`config.mk`:
```
export PLATFORM = sky130hd
export DESIGN_NAME = alu_psw
export DESIGN_NICKNAME = d
export VERILOG_FILES = /design/src/rtl/alu_psw.sv
export SDC_FILE = /design/constraint.sdc
export NUM_CORES = 1
export LEC_CHECK = 0
export BUFFER_PORTS_ARGS = -buffer_cell sky130_fd_sc_hd__buf_2
export CAP_MARGIN = 25
export CORE_AREA = 2 2 64 127
export CTS_CLUSTER_DIAMETER = 40
export DETAILED_ROUTE_END_ITERATION = 7
export DIE_AREA = 0 0 66 129
export GPL_TIMING_DRIVEN = 0
export PLACE_DENSITY = 0.79
export SLEW_MARGIN = 0
export SYNTH_ARGS = -nofsm -noshare
export SYNTH_HDL_FRONTEND = slang
export SYNTH_SLANG_ARGS = --single-unit
export TNS_END_PERCENT = 5
```
`constraint.sdc`:
```
create_clock -name clk -period 6.34 [get_ports clk]
set_input_delay 0.634 -clock clk [delete_from_list [all_inputs] [get_ports clk]]
set_output_delay 0.634 -clock clk [all_outputs]
set_load 0.01 [all_outputs]
```
`src/rtl/alu_psw.sv`:
```
module alu_psw (
  input  logic        clk,
  input  logic        rst_n,
  input  logic [3:0]  op,
  input  logic        wide,
  input  logic [15:0] a,
  input  logic [15:0] b,
  input  logic        flag_we,
  input  logic        psw_ld,
  input  logic [15:0] psw_din,
  output logic [15:0] result,
  output logic [15:0] psw
);
  localparam logic [15:0] ONES  = 16'h7002;
  localparam logic [15:0] ZEROS = 16'h0028;

  logic [15:0] am, bm, r, topbit, nf;
  logic [16:0] sum;
  logic        cin, as, bs, rs, cout, ovf, valid, upd_c, upd_o, upd_szp, upd_af;

  assign am     = wide ? a : {8'h00, a[7:0]};
  assign bm     = wide ? b : {8'h00, b[7:0]};
  assign topbit = wide ? 16'h8000 : 16'h0080;
  assign cin    = psw[0] & op[0];
  assign as     = wide ? a[15] : a[7];
  assign bs     = wide ? b[15] : b[7];

  always_comb begin
    sum = {1'b0, am} + {1'b0, bm} + {16'd0, cin};
    if (op == 4'd2 || op == 4'd3)
      sum = {1'b0, am} - {1'b0, bm} - {16'd0, cin};
  end

  always_comb begin
    r = 16'h0000; cout = 1'b0; valid = 1'b1;
    upd_c = 1'b1; upd_o = 1'b1; upd_szp = 1'b1; upd_af = 1'b0;
    case (op)
      4'd0, 4'd1, 4'd2, 4'd3: begin
        r = sum[15:0]; cout = wide ? sum[16] : sum[8]; upd_af = 1'b1;
      end
      4'd4: r = am & bm;
      4'd5: r = am | bm;
      4'd6: r = am ^ bm;
      4'd7: begin r = am << 1; cout = as; end
      4'd8: begin r = am >> 1; cout = am[0]; end
      4'd9: begin r = (am >> 1) | (as ? topbit : 16'h0000); cout = am[0]; end
      4'd10: begin r = (am << 1) | {15'd0, as}; cout = as; upd_szp = 1'b0; end
      4'd11: begin r = (am >> 1) | (am[0] ? topbit : 16'h0000); cout = am[0]; upd_szp = 1'b0; end
      default: begin valid = 1'b0; upd_c = 1'b0; upd_o = 1'b0; upd_szp = 1'b0; end
    endcase
    if (!wide) r[15:8] = 8'h00;
  end

  assign result = r;
  assign rs     = wide ? r[15] : r[7];

  always_comb begin
    case (op)
      4'd0, 4'd1:  ovf = (as == bs) && (rs != as);
      4'd2, 4'd3:  ovf = (as != bs) && (rs != as);
      4'd7, 4'd10: ovf = rs ^ cout;
      4'd8:        ovf = as;
      4'd11:       ovf = rs ^ (wide ? r[14] : r[6]);
      default:     ovf = 1'b0;
    endcase
  end

  always_comb begin
    nf = psw;
    if (valid) begin
      if (upd_c) nf[0] = cout;
      if (upd_o) nf[11] = ovf;
      if (upd_af) nf[4] = am[4] ^ bm[4] ^ r[4];
      if (upd_szp) begin
        nf[2] = ~^r[7:0];
        nf[6] = (r == 16'h0000);
        nf[7] = rs;
      end
    end
  end

  always_ff @(posedge clk) begin
    if (!rst_n)       psw <= ONES;
    else if (psw_ld)  psw <= (psw_din | ONES) & ~ZEROS;
    else if (flag_we) psw <= (nf | ONES) & ~ZEROS;
  end


  fixed_bits_chk: assert property (@(posedge clk) disable iff (!rst_n)
    (psw[14:12] == 3'b111) && psw[1] && !psw[3] && !psw[5]);


  load_wins_chk: assert property (@(posedge clk) disable iff (!rst_n)
    psw_ld |=> psw == (($past(psw_din) | ONES) & ~ZEROS));


  hold_chk: assert property (@(posedge clk) disable iff (!rst_n)
    (!psw_ld && !flag_we) |=> $stable(psw));


  ctrl_keep_chk: assert property (@(posedge clk) disable iff (!rst_n)
    (!psw_ld && flag_we) |=> (psw[15] == $past(psw[15])) && (psw[10:8] == $past(psw[10:8])));


  logic_flags_chk: assert property (@(posedge clk) disable iff (!rst_n)
    (!psw_ld && flag_we && op >= 4'd4 && op <= 4'd6) |=>
      !psw[0] && !psw[11] && (psw[4] == $past(psw[4])));


  byte_upper_chk: assert property (@(posedge clk) disable iff (!rst_n)
    !wide |-> result[15:8] == 8'h00);
endmodule

```
Word level (Yosys, flattened, before mapping):

Index checks and enable logic that the tools add are counted.

* bitwise gates (word level): 11
* $add $sub $neg: 4
* mux-type cells: 28
* reduce and logical (&&, ||, !) cells: 20
* equality and inequality tests: 14

Operator list (count)
* case mux 16 bit (9 select lines): 1
* 2-to-1 mux 16 bit: 6
* bitwise OR 15 x 16 -> 16 bit: 2
* adder 16 x 16 -> 17 bit: 1
* adder 17 x 1 -> 17 bit: 1
* 2-to-1 mux 17 bit: 1
* subtractor 16 x 16 -> 17 bit: 1
* subtractor 17 x 1 -> 17 bit: 1
* AND 16 bit: 1
* equality test 4 x 3 -> 1 bit, second input constant: 4
* equality test 4 bit, second input constant: 4
* zero test 16 bit: 1
* bitwise OR 16 x 1 -> 16 bit: 1
* bitwise OR 16 bit: 1
* XOR 16 bit: 1
* 2-to-1 mux 1 bit: 14
* 2-to-1 mux 12 bit: 1
* OR reduction 12 bit: 1
* OR reduction 10 bit: 1
* equality test 4 x 2 -> 1 bit, second input constant: 2
* 2-to-1 mux 8 bit: 1
* nonzero test 2 bit: 4
* XNOR reduction 8 bit: 1
* AND reduction 3 bit: 2
* other kinds (15): 23

* register bits after elaboration: 10
* output and inout bits: 32
* logic and storage cells: 81
* bits of input ports: 57

Longest topological paths before layout:

* depth in word-level cells: 13
* mapped depth: 20
* gate-level depth less buffers: 19

Worst setup path before layout:

Ideal clock, no wire load.

* kind: input port to output port
* start point: input port wide
* end point: output port result[13]
* path buffers: 3
* data arrival time: 3.536 ns
* stages on the path: 14
* required time: 5.706 ns
* setup slack: 2.170 ns
* path through: clkbuf_8 > clkbuf_1 > buf_1 > nand2_1 > ha_1 > ha_1 > nand2_1 > a211oi_1 > nor4b_1 > o21ai_0 > a21boi_0 > xnor2_1 > nand2_1 > a31oi_1

* word-level cells in the longest chain between the ends: 6
* elaborated cells on any way between the ends: 17
* classes of those cells: add/sub (4); mux (7); bitwise (6)

Ends and longest elaborated chain
* start: declaration: RTL line 5 `input logic wide,`
* 2-to-1 mux 16 bit (on tied branches): RTL line 21, 22
* adder 16 x 16 -> 17 bit or subtractor 16 x 16 -> 17 bit (tied branches): RTL line 29, 31
* adder 17 x 1 -> 17 bit or subtractor 17 x 1 -> 17 bit (tied branches): RTL line 29, 31
* 2-to-1 mux 17 bit: RTL line 30 `if (op == 4'd2 || op == 4'd3)`
* case mux 16 bit (9 select lines): RTL line 37 `case (op)`
* 2-to-1 mux 8 bit (*): RTL line 51 `if (!wide) r[15:8] = 8'h00;`
* end: declaration: RTL line 11 `output logic [15:0] result,`

Mark *: on every way between the ends. The rest lies on a longest branch, timed or not.

Worst setup path in the final report:

Ends and elaborated chain as after synthesis.

==> impl_metrics.tcl <==
set metrics [dict create \
    status "finished clean" \
    yosys.area.top_type "ha_1" \
    routed.top_layer "met4" \
    yosysTopAreaCellShare_pct 20.3 \
    fp.coreArea_mm2 0.00754 \
    tightest_slew_ns 0.999 \
    ys_warn_count 0 \
    fmax_mhz 188 \
    grt_max_degree 11 \
    crit_family "buffers and inverters" \
    cts_num_sinks 10 \
    fin_crit_sh_pct 83.8 \
    diodes 0 \
    worstSetupStartpointType "input port" \
    initial_core_util_pct 54.0 \
    setup_viol 0 \
    cp.arrival_ns 4.68 \
    tns_ns 0 \
    critical_path.max_stage_delay_ns 0.54 \
    cp-end-kind "primary output" \
    total_leakage_power_nw 2.31 \
    drt-wirelength-per-cell_um 21.3 \
    synth_edf_count 0 \
    synth_ff_type "dfxtp_1" \
    cts_inserted_buffers 3 \
    ys_ff_latch 10 \
    critPathMaxFanout 10 \
    reg.largest.list "psw: 10 flops" \
    path_common_cell "nand2_1" \
    power_density_mw_per_mm2 141 \
    routabilityCongestion 1.06 \
    grt_first_pass_wirelength_um 23600 \
    synth_cell_type_count 84 \
    rsz0062_at_grt "false" \
    fp.dieW_um 66 \
    areaGrowthSynthToFinish_pct 14.4 \
    hold_buffers 0 \
    cts_tree "yes" \
    relSlewSlack_pct 32.6 \
    grt_pass1_vias 4545 \
    largest_reg_flops 10 \
    via_per_inst 6.30 \
    overflow 0 \
    path_cells "clkbuf_8, clkbuf_1, buf_1, nand2_1, ha_1, ha_1, nand2_1, a211oi_1, nor4b_1, o21ai_0, a21boi_0, xnor2_1, nand2_1, a31oi_1, buf_2" \
    post_cts_buffers 0 \
    avgSynthCellArea_um2 7.29 \
    rrSetupSlack_ns 1.60 \
    ys_top_cells_by_area "ha_1 20%, inv_1 6.2%, nand2_1 5.9%" \
    ctsResizeCount 0 \
    slew_violations 0 \
    dr_wl_met2_um 8240 \
    cp.required_ns 5.71 \
    drtIter0Drc 435 \
    ys_seq_area_share_pct 4.92 \
    top_register "psw" \
    crit_type "in2out" \
    dp.final_hpwl_um 12700 \
    drive_gt1_share_pct 19.5 \
    synthesis.area_mm2 0.00407 \
    skew_ns 0.00265 \
    antenna_found_initial 0 \
    die-area_mm2 0.00851 \
    wl_met1_um 5090 \
    placementRows 45 \
    slowest_stage "nor4b_1" \
    maxCapViolCount 0 \
    clk_path_buf_depth 2 \
    synth_cells 559 \
    cts.clk_slew.worst_paths_ns 0.04 \
    worstSkewPairLatency_ns 0.24 \
    htree_levels 1 \
    final_hold_viol_count 0 \
    drc 0 \
    grtUsageTotal_pct 36.7 \
    wl_um 15700 \
    first_pass_iters 5 \
    max-vdd-ir-drop_mv 0.237 \
    nets 768 \
    num_vias 4626 \
    wl_met3_um 848 \
    num_io_pins 89 \
    synthArstFlopShare_pct 0 \
    min_period_ns 5.31 \
    die_h_um 129 \
    portBuffers 73 \
    cts_root_buf "clkbuf_16" \
    hp-class "reg2reg" \
    ant_nets 0 \
    hold-worst-slack_ns 0.527 \
    critPathBufInv 4 \
]
-- worst reg2reg max path, stage by stage (launching register included) --
cell and delay [ns]:
dfxtp_1 0.33, nand2_1 0.10, inv_1 0.06, fa_1 0.53, inv_1 0.06, ha_1 0.17
o21ai_0 0.56, a21oi_1 0.15, nor2b_1 0.16, xnor2_1 0.10, nand2_1 0.08, a21oi_1 0.07
a2111oi_0 0.70, ha_1 0.28, nand4b_1 0.10, or4_1 0.43, or4_1 0.48, o41ai_2 0.27
-- Yosys cell counts (all sizes together), types with 11 or more instances --
| master | count |
|---|---|
| buf | 13 |
| nand2 | 66 |
| xnor2 | 18 |
| ha | 66 |
| nor2b | 11 |
| o21ai | 25 |
| and2 | 11 |
| a21oi | 41 |
| clkbuf | 18 |
| nor2 | 37 |
| mux2i | 14 |
| inv | 67 |
-- path summary, 6_finish.rpt --
| kind | to | from | cells past startpoint |
|---|---|---|---|
| hold / removal | psw[8] | psw[8] | 2 |
| hold reg to reg | psw[8] | psw[8] | 2 |
| setup / recovery | result[13] | wide | 15 |
| setup reg to reg | psw[6] | psw[0] | 17 |
-- final cells by class --
type,instances,area (um2)
buffer,32,241
clock buffer,4,88.8
fill,709,2890
inverter,67,251
multi-input combinational,454,3390
sequential,10,200
tap,94,118
timing repair buffer,73,365
-- power breakdown --
group	total, mW	switching (mW)	internal, mW
Sequential	0.0715	0.00299	0.0685
Combinational	0.460	0.278	0.183
Clock	0.125	0.0302	0.0949
-- per-layer routing --
metal	global-route usage, %	vias up
li1	-	2142
met1	35.0	2135
met2	68.1	257
met3	4.72	92
met4	28.0	0
met5	0	-
-- cells by family after synthesis --
group | count (synthesis) | share of synthesized area [%]
buffers and inverters | 99 | 12.1
adder cells (fa/ha/maj) | 70 | 22.2
multiplexers | 16 | 3.99
AO/OA/AOI/OAI | 163 | 30.0
flip-flops | 10 | 4.92
AND/OR/NAND/NOR | 174 | 21.2
XOR/XNOR | 25 | 5.38
other | 2 | 0.184
-- per-stage QoR --
stage	cells	area (um2)	utilization [%]	total power, mW	setup slack, ns
3_3_place_gp	730	4570	60.6	0.514	0.793
6_report	734	4660	61.8	0.657	1.03
5_1_grt	734	4660	61.8	0.700	0.775
2_1_floorplan	563	4090	-	0.386	2.17
3_5_place_dp	730	4570	60.6	0.521	0.827
4_1_cts	734	4660	61.8	0.650	1.03
-- placed cells by master (no fill, tap or decap), types with 5 or more instances in the layout --
master	netlist	layout
nand2b_1	5	5
inv_1	67	67
o21a_1	5	5
buf_4	8	8
a211oi_1	5	5
mux2i_1	14	14
xor2_1	7	7
and2_1	10	10
conb_1	2	6
clkbuf_8	6	7
ha_1	66	66
a21o_1	7	7
a2111oi_0	5	5
nand3_1	8	8
nor2_1	36	36
a221oi_1	6	6
a221o_1	6	6
xnor2_1	18	18
buf_2	1	74
nand2_1	64	64
nor2b_1	10	10
clkbuf_1	12	12
dfxtp_1	10	10
a21oi_1	38	38
o21ai_0	25	25
nor3_1	10	10
a31oi_1	7	7
(Power assumes the default switching activity.)
